--- config.mk ---
export PLATFORM = sky130hd
export DESIGN_NAME = twi_line_conditioner
export DESIGN_NICKNAME = d
export VERILOG_FILES = /design/src/rtl/twi_cond_pkg.sv /design/src/rtl/twi_sync.sv /design/src/rtl/twi_glitch_filter.sv /design/src/rtl/twi_event_detect.sv /design/src/rtl/twi_line_conditioner.sv
export SDC_FILE = /design/constraint.sdc
export NUM_CORES = 1
export LEC_CHECK = 0
export CAP_MARGIN = 20
export CORE_MARGIN = 2
export CORE_UTILIZATION = 62
export CTS_CLUSTER_SIZE = 30
export DETAILED_ROUTE_END_ITERATION = 10
export DONT_BUFFER_PORTS = 1
export GPL_TIMING_DRIVEN = 0
export PLACE_DENSITY = 0.88
export SKIP_LAST_GASP = 1
export SLEW_MARGIN = 20
export SYNTH_ARGS = -nofsm -noshare
export SYNTH_HDL_FRONTEND = slang
export SYNTH_SLANG_ARGS = --single-unit
--- constraint.sdc ---
create_clock -name clk -period 2.9 [get_ports clk]
set_input_delay 0.58 -clock clk [delete_from_list [all_inputs] [get_ports clk]]
set_output_delay 0.58 -clock clk [all_outputs]
set_load 0.01 [all_outputs]
--- src/rtl/twi_cond_pkg.sv ---
package twi_cond_pkg;
  // bit 1 carries the clock line, bit 0 carries the data line
  typedef struct packed {
    logic scl;
    logic sda;
  } twi_lines_t;

  localparam int unsigned TWI_LINES = 2;
endpackage

--- src/rtl/twi_sync.sv ---
module twi_sync #(
  parameter int unsigned STAGES = 2,
  parameter int unsigned WIDTH  = 2,
  parameter logic [WIDTH-1:0] RST_VAL = '1
) (
  input  logic             clk,
  input  logic             rst,
  input  logic [WIDTH-1:0] d_i,
  output logic [WIDTH-1:0] q_o
);
  logic [WIDTH-1:0] chain [STAGES];

  for (genvar g = 0; g < STAGES; g++) begin : g_stage
    if (g == 0) begin : g_first
      always_ff @(posedge clk) begin
        if (rst) chain[0] <= RST_VAL;
        else     chain[0] <= d_i;
      end
    end else begin : g_next
      always_ff @(posedge clk) begin
        if (rst) chain[g] <= RST_VAL;
        else     chain[g] <= chain[g-1];
      end
    end
  end

  assign q_o = chain[STAGES-1];
endmodule

--- src/rtl/twi_glitch_filter.sv ---
module twi_glitch_filter #(
  parameter int unsigned SHORT_CYCLES = 5,
  parameter int unsigned LONG_CYCLES  = 10,
  parameter int unsigned CNT_W        = $clog2(LONG_CYCLES + 1)
) (
  input  logic clk,
  input  logic rst,
  input  logic win_long_i,
  input  logic d_i,
  output logic q_o
);
  localparam logic [CNT_W-1:0] SHORT_LIM = CNT_W'(SHORT_CYCLES - 1);
  localparam logic [CNT_W-1:0] LONG_LIM  = CNT_W'(LONG_CYCLES - 1);

  logic [CNT_W-1:0] run_cnt;
  logic [CNT_W-1:0] limit;

  assign limit = win_long_i ? LONG_LIM : SHORT_LIM;

  always_ff @(posedge clk) begin
    if (rst) begin
      q_o     <= 1'b1;
      run_cnt <= '0;
    end else if (d_i == q_o) begin
      run_cnt <= '0;
    end else if (run_cnt >= limit) begin
      q_o     <= d_i;
      run_cnt <= '0;
    end else begin
      run_cnt <= run_cnt + 1'b1;
    end
  end
endmodule

--- src/rtl/twi_event_detect.sv ---
module twi_event_detect
  import twi_cond_pkg::*;
(
  input  logic       clk,
  input  logic       rst,
  input  twi_lines_t lines_i,
  output logic       sda_lvl_o,
  output logic       start_o,
  output logic       stop_o,
  output logic       scl_rise_o,
  output logic       scl_fall_o,
  output logic       busy_o
);
  twi_lines_t prev;
  logic scl_held, start_c, stop_c;

  assign scl_held = prev.scl & lines_i.scl;
  assign start_c  = scl_held & prev.sda & ~lines_i.sda;
  assign stop_c   = scl_held & ~prev.sda & lines_i.sda;

  always_ff @(posedge clk) begin
    if (rst) begin
      prev       <= '1;
      sda_lvl_o  <= 1'b1;
      start_o    <= 1'b0;
      stop_o     <= 1'b0;
      scl_rise_o <= 1'b0;
      scl_fall_o <= 1'b0;
      busy_o     <= 1'b0;
    end else begin
      prev       <= lines_i;
      sda_lvl_o  <= lines_i.sda;
      start_o    <= start_c;
      stop_o     <= stop_c;
      scl_rise_o <= ~prev.scl & lines_i.scl;
      scl_fall_o <= prev.scl & ~lines_i.scl;
      if (start_c)     busy_o <= 1'b1;
      else if (stop_c) busy_o <= 1'b0;
    end
  end
endmodule

--- src/rtl/twi_line_conditioner.sv ---
module twi_line_conditioner
  import twi_cond_pkg::*;
#(
  parameter int unsigned SYNC_STAGES  = 2,
  parameter int unsigned SHORT_CYCLES = 5,
  parameter int unsigned LONG_CYCLES  = 10
) (
  input  logic clk,
  input  logic rst,
  input  logic win_long_i,
  input  logic scl_raw_i,
  input  logic sda_raw_i,
  output logic sda_lvl_o,
  output logic start_o,
  output logic stop_o,
  output logic scl_rise_o,
  output logic scl_fall_o,
  output logic busy_o
);
  localparam int unsigned CNT_W = $clog2(LONG_CYCLES + 1);

  logic [TWI_LINES-1:0] raw_vec, sync_vec, filt_vec;
  twi_lines_t filt_lines;

  assign raw_vec = {scl_raw_i, sda_raw_i};

  twi_sync #(
    .STAGES (SYNC_STAGES),
    .WIDTH  (TWI_LINES),
    .RST_VAL('1)
  ) u_sync (
    .clk(clk), .rst(rst), .d_i(raw_vec), .q_o(sync_vec)
  );

  for (genvar l = 0; l < TWI_LINES; l++) begin : g_filt
    twi_glitch_filter #(
      .SHORT_CYCLES(SHORT_CYCLES),
      .LONG_CYCLES (LONG_CYCLES),
      .CNT_W       (CNT_W)
    ) u_filt (
      .clk(clk), .rst(rst), .win_long_i(win_long_i),
      .d_i(sync_vec[l]), .q_o(filt_vec[l])
    );
  end

  assign filt_lines = twi_lines_t'(filt_vec);

  twi_event_detect u_evt (
    .clk(clk), .rst(rst), .lines_i(filt_lines),
    .sda_lvl_o(sda_lvl_o), .start_o(start_o), .stop_o(stop_o),
    .scl_rise_o(scl_rise_o), .scl_fall_o(scl_fall_o), .busy_o(busy_o)
  );
endmodule

==> results.yml, run 1 <==
clock_network:
  clk_latency_ns: 0.29
  post-cts-setup-buffers: 0
  cts_buffers: 3
  cts.sinks: 21
  htree_levels: 1
  cts.clk_slew.worst_paths_ns: 0.11
  clk_path_buf_depth: 2
  cts_tree: "built"
  clockRootBuffer: "clkbuf_4"
  ctsResizeCount: 0
  holdBufCountCts: 0
die:
  die_w_um: 40.8
  die_h_um: 40.8
  rows: 13
  io_pins: 11
  design.die.area_um2: 1660
  initial_core_util_pct: 65.2
  coreArea_um2: 1280
grt:
  grt_pass1_vias: 477
  met1_usage_pct: 20.5
  grt-ovfl-total: 0
  grt_first_pass_wirelength_um: 1840
  groute.usage.overall_pct: 16.8
  grt_max_degree: 12
  antenna_found_initial: 0
  grt_use_met3_pct: 3.80
  use_met2_pct: 28.2
  busiest_layer: "met2"
sta:
  grt_setup_unrepaired: "no"
  drv_slew: 0
  fmax_ghz: 0.757
  setup_viol: 0
  tns_ns: 0
  timing.final.hold_violations: 0
  timing.hold.ws_ns: 0.377
  setup_ws_ns: 1.58
  worst_pin_slew_ns: 0.256
  clock-skew-final_ns: 0.00479
  slew_headroom_pct: 82.7
  period_minus_slack_ns: 1.32
  finalCritPeriodShare_pct: 45.6
pwr:
  peakVddDrop_v: 0.000367
  p_per_area_nw_per_um2: 509
  power.leakage_nw: 0.355
cells_and_area:
  final_util_pct: 68.7
  drive_gt1_share_pct: 8.05
  syn_to_final_growth_pct: 5.37
  antennaDiodeCount: 0
  top_regs: "g_filt.u_filt.run_cnt x8, u_sync.chain x4, g_filt.u_filt.q_o x2"
  nets: 101
  largest_reg_flops: 8
  regArea_um2: 420
  multiInputGateArea_um2: 383
  largest-register: "g_filt.u_filt.run_cnt"
  n_fill_cell: 99
placed_design:
  hpwl_um: 859
  dp_slack_ns: 1.35
  gp_congestion: 0.660
  io_buffers: 0
yosys:
  syn_avg_cell_area_um2: 10.1
  synth-seq-cells: 21
  synth_seq_area_share_pct: 50.1
  ys_types: 21
  synthTopCellsByArea: "dfxtp_1 50%, ha_1 12%, nor3_1 4.8%"
  synth_area_um2: 838
  yosysTopAreaCell: "dfxtp_1"
  syn-num-nets: 96
  yosys_warnings: 0
  synthCells: 83
  synth_top_area_share_pct: 50.1
routing:
  ant_nets: 0
  vias_per_cell: 5.20
  dr.pass1.iters: 2
  routed_wl_um: 1090
  drc_errors: 0
  via_count: 530
  drt-initial-drc-count: 4
  routedWlPerCell_um: 10.7
critical_path:
  r2r_cells: 5
  cp-start-kind: "register"
  worstPathRequired_ns: 3.12
  worstSetupPathType: "reg2reg"
  r2r-end: "g_filt[0].u_filt.run_cnt[2]$_SDFF_PP0_"
  endpoint_kind: "register"
  crit_arrival_ns: 1.54
  path_max_fanout: 5
  slowest_delay_ns: 0.39
  worstSetupStartpoint: "g_filt[0].u_filt.run_cnt[0]$_SDFF_PP0_"
  crit_slowest_cell: "dfxtp_1"
  crit_chain: "inv_1 -> ha_1 -> nor3b_1 -> o21ai_2 -> nor3_1"
  r2r_setup_slack_ns: 1.58
  crit_path_end: "g_filt[0].u_filt.run_cnt[2]$_SDFF_PP0_"
  r2r_start: "g_filt[0].u_filt.run_cnt[0]$_SDFF_PP0_"
min_path:
  hold_class: "in2reg"
job:
  cap_violations: 0
run_status:
  run_status: "completed"
placed cells by master, fill, tap and decap left out:
cell / Yosys / routed
nor3_1: 8 / 8
nand2b_1: 2 / 2
nor3b_1: 2 / 2
mux2i_1: 2 / 2
o21ai_1: 1 / 1
dfxtp_1: 21 / 21
xnor2_1: 2 / 2
nor4b_1: 1 / 1
nor2_1: 5 / 5
buf_2: 1 / 1
a21oi_1: 3 / 3
clkbuf_1: 0 / 1
xor2_1: 4 / 4
and2_1: 1 / 1
a21o_1: 1 / 1
or2_1: 4 / 4
o21ai_2: 2 / 2
nand2_1: 3 / 3
nand3_1: 3 / 3
clkbuf_4: 0 / 3
nor3b_2: 1 / 1
inv_1: 8 / 8
ha_1: 8 / 8
how the worst min path moves through the flow:
stage                     slack [ns]                             to  cells after the start                          start
after floorplan                 0.38  u_sync.chain[1][0]$_SDFF_PP1_                      1  u_sync.chain[0][0]$_SDFF_PP1_
after global placement          0.39  u_sync.chain[1][1]$_SDFF_PP1_                      1  u_sync.chain[0][1]$_SDFF_PP1_
after detailed placement        0.40  u_sync.chain[1][0]$_SDFF_PP1_                      1  u_sync.chain[0][0]$_SDFF_PP1_
after CTS                       0.38  u_sync.chain[0][0]$_SDFF_PP1_                      1                      sda_raw_i
after global routing            0.38  u_sync.chain[0][0]$_SDFF_PP1_                      1                      sda_raw_i
final                           0.38  u_sync.chain[0][1]$_SDFF_PP1_                      1                      scl_raw_i
layer usage:
layer  vias up  part of all wire [%]
met3         0                   3.7
met5         -                     0
met2        11                    50
met4         0                     0
met1       234                    46
li1        285                     -
power breakdown:
part           total [mW]  switching [mW]  internal (mW)  leakage (nW)
clock network       0.131          0.0773         0.0534        0.0150
logic              0.0221          0.0120         0.0101         0.170
registers           0.297         0.00369          0.293         0.171
total               0.450          0.0930          0.357         0.355
Yosys cell counts:
master	count
dfxtp_1	21
ha_1	8
inv_1	8
nor3_1	8
nor2_1	5
or2_1	4
xor2_1	4
a21oi_1	3
nand2_1	3
nand3_1	3
mux2i_1	2
nand2b_1	2
nor3b_1	2
o21ai_2	2
xnor2_1	2
a21o_1	1
and2_1	1
buf_2	1
nor3b_2	1
nor4b_1	1
o21ai_1	1
critical path, delay by kind of cell (launching register included):
kind	cells	cell delay [ns]
AO/OA/AOI/OAI	1	0.13
adder cells (fa/ha/maj)	1	0.26
buffers and inverters	1	0.06
flip-flops	1	0.39
AND/OR/NAND/NOR	2	0.42
area by class of cell:
class,count,share of cell area (%)
inverter,8,3.40
sequential,21,47.6
buffer,1,0.567
multi-input combinational,53,43.3
clock buffer,4,2.97
tap,15,2.12
logic make-up after synthesis:
kind of cell / share of synthesized area [%]
AND/OR/NAND/NOR: 19.7
flip-flops: 50.1
buffers and inverters: 4.18
adder cells (fa/ha/maj): 11.9
AO/OA/AOI/OAI: 5.37
XOR/XNOR: 6.27
multiplexers: 2.39
through the flow:
stage	total power [mW]	cells	instance area (um2)
2_1_floorplan	0.322	83	838
3_3_place_gp	0.325	98	857
3_5_place_dp	0.326	98	857
4_1_cts	0.453	102	883
5_1_grt	0.466	102	883
6_report	0.450	102	883
(Power assumes the default switching activity.)
==> inputs of run 2 (changes only) <==
--- a/config.mk
+++ b/config.mk
@@ -5,14 +5,15 @@
 export SDC_FILE = /design/constraint.sdc
 export NUM_CORES = 1
 export LEC_CHECK = 0
+export ABC_AREA = 1
 export CAP_MARGIN = 20
 export CORE_MARGIN = 2
-export CORE_UTILIZATION = 62
+export CORE_UTILIZATION = 53
 export CTS_CLUSTER_SIZE = 30
 export DETAILED_ROUTE_END_ITERATION = 10
 export DONT_BUFFER_PORTS = 1
 export GPL_TIMING_DRIVEN = 0
-export PLACE_DENSITY = 0.88
+export PLACE_DENSITY = 0.81
 export SKIP_LAST_GASP = 1
 export SLEW_MARGIN = 20
 export SYNTH_ARGS = -nofsm -noshare
==> constraint.sdc (replaced) <==
create_clock -name clk -period 1.1 [get_ports clk]
set_input_delay 0.22 -clock clk [delete_from_list [all_inputs] [get_ports clk]]
set_output_delay 0.22 -clock clk [all_outputs]
set_load 0.01 [all_outputs]
==> results.yml, run 2 <==
sta:
  period_minus_slack_ns: 1.11
  timing.final.hold_violations: 0
  finalCritPeriodShare_pct: 101
  worst_pin_slew_ns: 0.240
  drv_slew: 0
  grt_setup_unrepaired: "yes"
  fmax_ghz: 0.898
  setup_viol: 3
  tns_ns: -0.0214
  setup_ws_ns: -0.0133
  clock-skew-final_ns: 0.00495
  slew_headroom_pct: 84.0
yosys:
  yosys_warnings: 0
  synth-main-ff-cell: "dfxtp_1"
  synth_seq_area_share_pct: 48.1
  synth-seq-cells: 21
  synth_area_um2: 875
  synthArstFlopShare_pct: 0
  synthTopCellsByArea: "dfxtp_1 48%, ha_1 11%, nand2_1 8.2%"
  syn_avg_cell_area_um2: 8.57
  ys_types: 18
  synth-edff-count: 0
  synthCells: 102
  yosysMostFrequentCell: "dfxtp_1"
  synth.top_cells.by_count: "21 x dfxtp_1, 19 x nand2_1, 14 x nor2_1, 9 x inv_1"
  syn-num-nets: 115
  yosysTopAreaCell: "dfxtp_1"
  synth_top_area_share_pct: 48.1
routing:
  routed_wl_um: 1530
  drt-initial-drc-count: 6
  via_count: 639
  ant_nets: 0
  drc_errors: 0
  routedWlPerCell_um: 12.1
  dr.pass1.iters: 4
  vias_per_cell: 5.03
placed_design:
  dp_slack_ns: -0.130
  io_buffers: 0
  gp_congestion: 0.653
  postPlaceCellArea_um2: 902
  hpwl_um: 1040
pwr:
  p_seq_share_pct: 60.4
  power.leakage_nw: 0.481
  p_per_area_nw_per_um2: 1230
  pwr-share-clk_pct: 26.9
  p_total_mw: 1.34
  switching_power_mw: 0.337
  power.share.combinational_pct: 12.8
  peakVddDrop_v: 0.00115
  internal_power_mw: 1.01
  sw_frac_of_total_pct: 25.1
die:
  coreArea_um2: 1520
  design.die.area_um2: 1990
  rows: 14
  initial_core_util_pct: 57.4
  die_h_um: 44.6
  io_pins: 11
  die_w_um: 44.6
grt:
  antenna_found_initial: 0
  groute.usage.overall_pct: 18.5
  grt_first_pass_wirelength_um: 2620
  grt_max_degree: 12
  grt_pass1_vias: 652
  grt-ovfl-total: 0
critical_path:
  endpoint_kind: "register"
  worstPathRequired_ns: 1.30
  path_max_fanout: 3
  crit_arrival_ns: 1.32
  cp-start-kind: "register"
  worstSetupPathType: "reg2reg"
cells_and_area:
  syn_to_final_growth_pct: 24.9
  fin_area_um2: 1090
  top_regs: "g_filt.u_filt.run_cnt x8, u_sync.chain x4, g_filt.u_filt.q_o x2"
  largest_reg_flops: 8
  largest-register: "g_filt.u_filt.run_cnt"
  antennaDiodeCount: 0
  final_util_pct: 71.7
  drive_gt1_share_pct: 43.2
  final_common_cell: "dfxtp_1"
  nets: 125
  final_cell_mix: "15 x dfxtp_1, 12 x nand2_1, 8 x inv_2, 8 x nand3_1"
job:
  cap_violations: 0
clock_network:
  clk_path_buf_depth: 2
  htree_levels: 1
  cts_tree: "built"
  cts.clk_slew.worst_paths_ns: 0.11
  clk_latency_ns: 0.30
  cts_buffers: 3
  clockRootBuffer: "clkbuf_4"
  cts.sinks: 21
min_path:
  hold_class: "in2reg"
run_status:
  run_status: "finished with violations"
  violations: "setup timing"
==> run 2: cell count changes after synthesis, moves of 4 or more <==
cell | before | now
inv_2 | 0 | 4
nand2_1 | 3 | 19
nor3_1 | 8 | 1
nand3_1 | 3 | 8
nor2_1 | 5 | 14
==> run 2: layout make-up <==
| type | instances | area (um2) |
|---|---|---|
| Buffer | 1 | 5.00 |
| Fill cell | 101 | 432 |
| Sequential cell | 21 | 428 |
| Tap cell | 16 | 20.0 |
| Multi-Input combinational cell | 67 | 524 |
| Clock buffer | 4 | 26.3 |
| Inverter | 13 | 48.8 |
| Timing Repair Buffer | 5 | 40.0 |
==> run 2: final timing paths <==
check,depth (start not counted),slack [ns],from,endpoint
hold / removal,1,0.01,scl_raw_i,u_sync.chain[0][1]$_SDFF_PP1_
setup / recovery,5,-0.01,g_filt[0].u_filt.run_cnt[3]$_SDFF_PP0_,g_filt[0].u_filt.q_o$_SDFFE_PP1P_
hold reg to reg,1,0.42,u_sync.chain[0][1]$_SDFF_PP1_,u_sync.chain[1][1]$_SDFF_PP1_
setup reg to reg,5,-0.01,g_filt[0].u_filt.run_cnt[3]$_SDFF_PP0_,g_filt[0].u_filt.q_o$_SDFFE_PP1P_
==> run 2: kinds of logic after synthesis <==
group | Yosys count | share of synthesized area, %
AOI/OAI and AO/OA | 3 | 3.00
xor gates and xnor gates | 4 | 4.01
adders and majority gates | 8 | 11.4
buffers and inverters | 14 | 6.15
DFF | 21 | 48.1
and+or+nand+nor | 52 | 27.3
==> run 2: critical path, stage by stage, from the launching register on <==
cell and delay [ns]:
dfxtp_2 0.37, ha_4 0.21, a21oi_2 0.23, nand2_2 0.09, nand2_2 0.06, nand3_1 0.06
==> run 2: power by group through the flow <==
stage / clock (mW) / combinational (mW) / sequential [mW]
final: 0.361 / 0.172 / 0.812
after CTS: 0.367 / 0.130 / 0.811
after global routing: 0.392 / 0.193 / 0.816
after floorplan: 0 / 0.0897 / 0.826
after global placement: 0 / 0.100 / 0.829
after detailed placement: 0 / 0.109 / 0.830
==> run 2: through the flow <==
step | hold slack (ns) | cells
floorplan | 0.317 | 102
global placement | 0.321 | 118
detailed placement | 0.321 | 118
CTS | 0.00880 | 124
global route | 0.00155 | 127
finish | 0.0108 | 127
==> run 2: per-layer routing <==
layer	part of all wire, %	up-vias	global-route usage, %
met4	1.8	0	10.9
met1	47	280	23.0
met5	0	-	0
li1	-	338	-
met3	3.8	4	2.45
met2	47	17	30.4
==> run 2: what timing repair did <==
action                                  in CTS  in global routing
endpoints found under the hold margin        0                  1
hold buffers                                 0                  1
pin swaps                                   12                 12
resized for setup                            9                 22
endpoints found under the setup margin      10                 10
buffers inserted                             2                  2
==> inputs of run 3 (changes only) <==
--- a/config.mk
+++ b/config.mk
@@ -12,7 +12,7 @@
 export CTS_CLUSTER_SIZE = 30
 export DETAILED_ROUTE_END_ITERATION = 10
 export DONT_BUFFER_PORTS = 1
-export GPL_TIMING_DRIVEN = 0
+export GPL_TIMING_DRIVEN = 1
 export PLACE_DENSITY = 0.81
 export SKIP_LAST_GASP = 1
 export SLEW_MARGIN = 20
==> results.yml, run 3 (synthesized netlist as in run 2, its figures left out) <==
sta:
  clock-skew-final_ns: 0.00704
  setup_ws_ns: -0.0263
  finalCritPeriodShare_pct: 102
  timing.hold.ws_ns: 0.0135
  drv_slew: 0
  timing.final.hold_violations: 0
  fmax_ghz: 0.888
  worst_pin_slew_ns: 0.202
  setup_viol: 2
  slew_headroom_pct: 86.4
  grt_setup_unrepaired: "yes"
  period_minus_slack_ns: 1.13
die:
  die_w_um: 44.6
  io_pins: 11
  initial_core_util_pct: 57.4
  die_h_um: 44.6
  rows: 14
  design.die.area_um2: 1990
  coreArea_um2: 1520
cells_and_area:
  top_regs: "g_filt.u_filt.run_cnt x8, u_sync.chain x4, g_filt.u_filt.q_o x2"
  final_cell_mix: "19 x dfxtp_1, 15 x nand2_1, 8 x nand3_1, 8 x nor2_2"
  drive_gt1_share_pct: 34.2
  largest-register: "g_filt.u_filt.run_cnt"
  antennaDiodeCount: 0
  nets: 128
  final_common_cell: "dfxtp_1"
  largest_reg_flops: 8
  syn_to_final_growth_pct: 26.9
  final_util_pct: 72.8
critical_path:
  worst_path_most_repeated_cell: "nand2_1"
  endpoint_kind: "register"
  path_max_fanout: 3
  worstSetupStartpoint: "g_filt[1].u_filt.run_cnt[3]$_SDFF_PP0_"
  crit_arrival_ns: 1.33
  r2r_start: "g_filt[1].u_filt.run_cnt[3]$_SDFF_PP0_"
  slowest_delay_ns: 0.41
  path_delay_family: "flip-flops"
  worstPathRequired_ns: 1.31
  cp-start-kind: "register"
  worstSetupPathType: "reg2reg"
  crit_buf_inv: 0
  crit_chain: "ha_4 -> a21oi_4 -> nand2_1 -> nand2_1 -> nand3_1"
  crit_slowest_cell: "dfxtp_1"
pwr:
  power.leakage_nw: 0.494
  p_per_area_nw_per_um2: 1200
  peakVddDrop_v: 0.00114
min_path:
  hold_class: "in2reg"
  min-delay-start: "rst"
clock_network:
  clk_latency_ns: 0.31
  clockRootBuffer: "clkbuf_4"
  htree_levels: 1
  cts.sinks: 21
  clk_path_buf_depth: 2
  cts.clk_slew.worst_paths_ns: 0.11
  cts_tree: "built"
  cts_buffers: 3
placed_design:
  io_buffers: 0
  gp_congestion: 0.668
  hpwl_um: 1020
routing:
  vias_per_cell: 5.05
  drt-initial-drc-count: 2
  routed_wl_um: 1510
  dr.pass1.iters: 2
  via_count: 656
  routedWlPerCell_um: 11.6
  ant_nets: 0
  drc_errors: 0
grt:
  grt-ovfl-total: 0
  grt_pass1_vias: 678
  grt_max_degree: 12
  grt_first_pass_wirelength_um: 2590
  groute.usage.overall_pct: 18.6
  antenna_found_initial: 0
run_status:
  violations: "setup timing"
  run_status: "finished with violations"
job:
  cap_violations: 0
[run 3: changes by cell type in the layout (fill, tap and decap cells not counted), sizes merged]
| cell | previous run | this run |
|---|---|---|
| dlygate4sd3 | 1 | 4 |
[run 3: final cells by class]
type / count / area, um2
tap: 16 / 20.0
inverter: 13 / 48.8
timing repair buffer: 9 / 77.6
multi-input combinational: 67 / 514
clock buffer: 4 / 26.3
sequential: 21 / 423
fill: 116 / 414
[run 3: path summary, 6_finish.rpt]
| kind | end | slack, ns | cells after the start |
|---|---|---|---|
| setup / recovery | g_filt[1].u_filt.q_o$_SDFFE_PP1P_ | -0.03 | 5 |
| hold / removal | u_sync.chain[0][0]$_SDFF_PP1_ | 0.01 | 1 |
| setup reg to reg | g_filt[1].u_filt.q_o$_SDFFE_PP1P_ | -0.03 | 5 |
| hold reg to reg | u_sync.chain[1][0]$_SDFF_PP1_ | 0.41 | 1 |
[run 3: stage by stage]
step / area [um2] / setup TNS, ns / cells / total power, mW / worst slack, ns
finish: 1110 / -0.0287 / 130 / 1.33 / -0.0263
CTS: 1040 / -0.0819 / 127 / 1.31 / -0.0383
floorplan: 882 / -0.00797 / 102 / 0.915 / -0.00797
global placement: 935 / -0.149 / 122 / 0.930 / -0.0257
detailed placement: 935 / -0.804 / 122 / 0.937 / -0.134
global route: 1110 / -0.532 / 130 / 1.40 / -0.0884
[run 3: repair_timing]
action,4_1_cts,5_1_grt
endpoints found under the hold margin,4,5
buffers inserted,0,0
endpoints found under the setup margin,10,10
hold buffers,1,3
pin swaps,14,10
resized for setup,10,11
[run 3: where the power goes]
group | internal (mW) | total [mW] | leakage (nW) | switching (mW)
logic | 0.0772 | 0.163 | 0.307 | 0.0861
clock network | 0.142 | 0.360 | 0.0150 | 0.218
registers | 0.789 | 0.811 | 0.172 | 0.0225
[run 3: per-layer routing]
| layer | part of all wire, % | up-vias | global-route usage (%) |
|---|---|---|---|
| met5 | 0 | - | 0 |
| met4 | 2.9 | 0 | 16.4 |
| met3 | 3.8 | 5 | 5.71 |
| met2 | 50 | 12 | 27.8 |
| met1 | 44 | 297 | 21.2 |
| li1 | - | 342 | - |
[run 3: worst register-to-register path, stage by stage, from the launching register on]
cell and delay, ns:
dfxtp_1 0.41, ha_4 0.23, a21oi_4 0.19, nand2_1 0.07
nand2_1 0.05, nand3_1 0.06
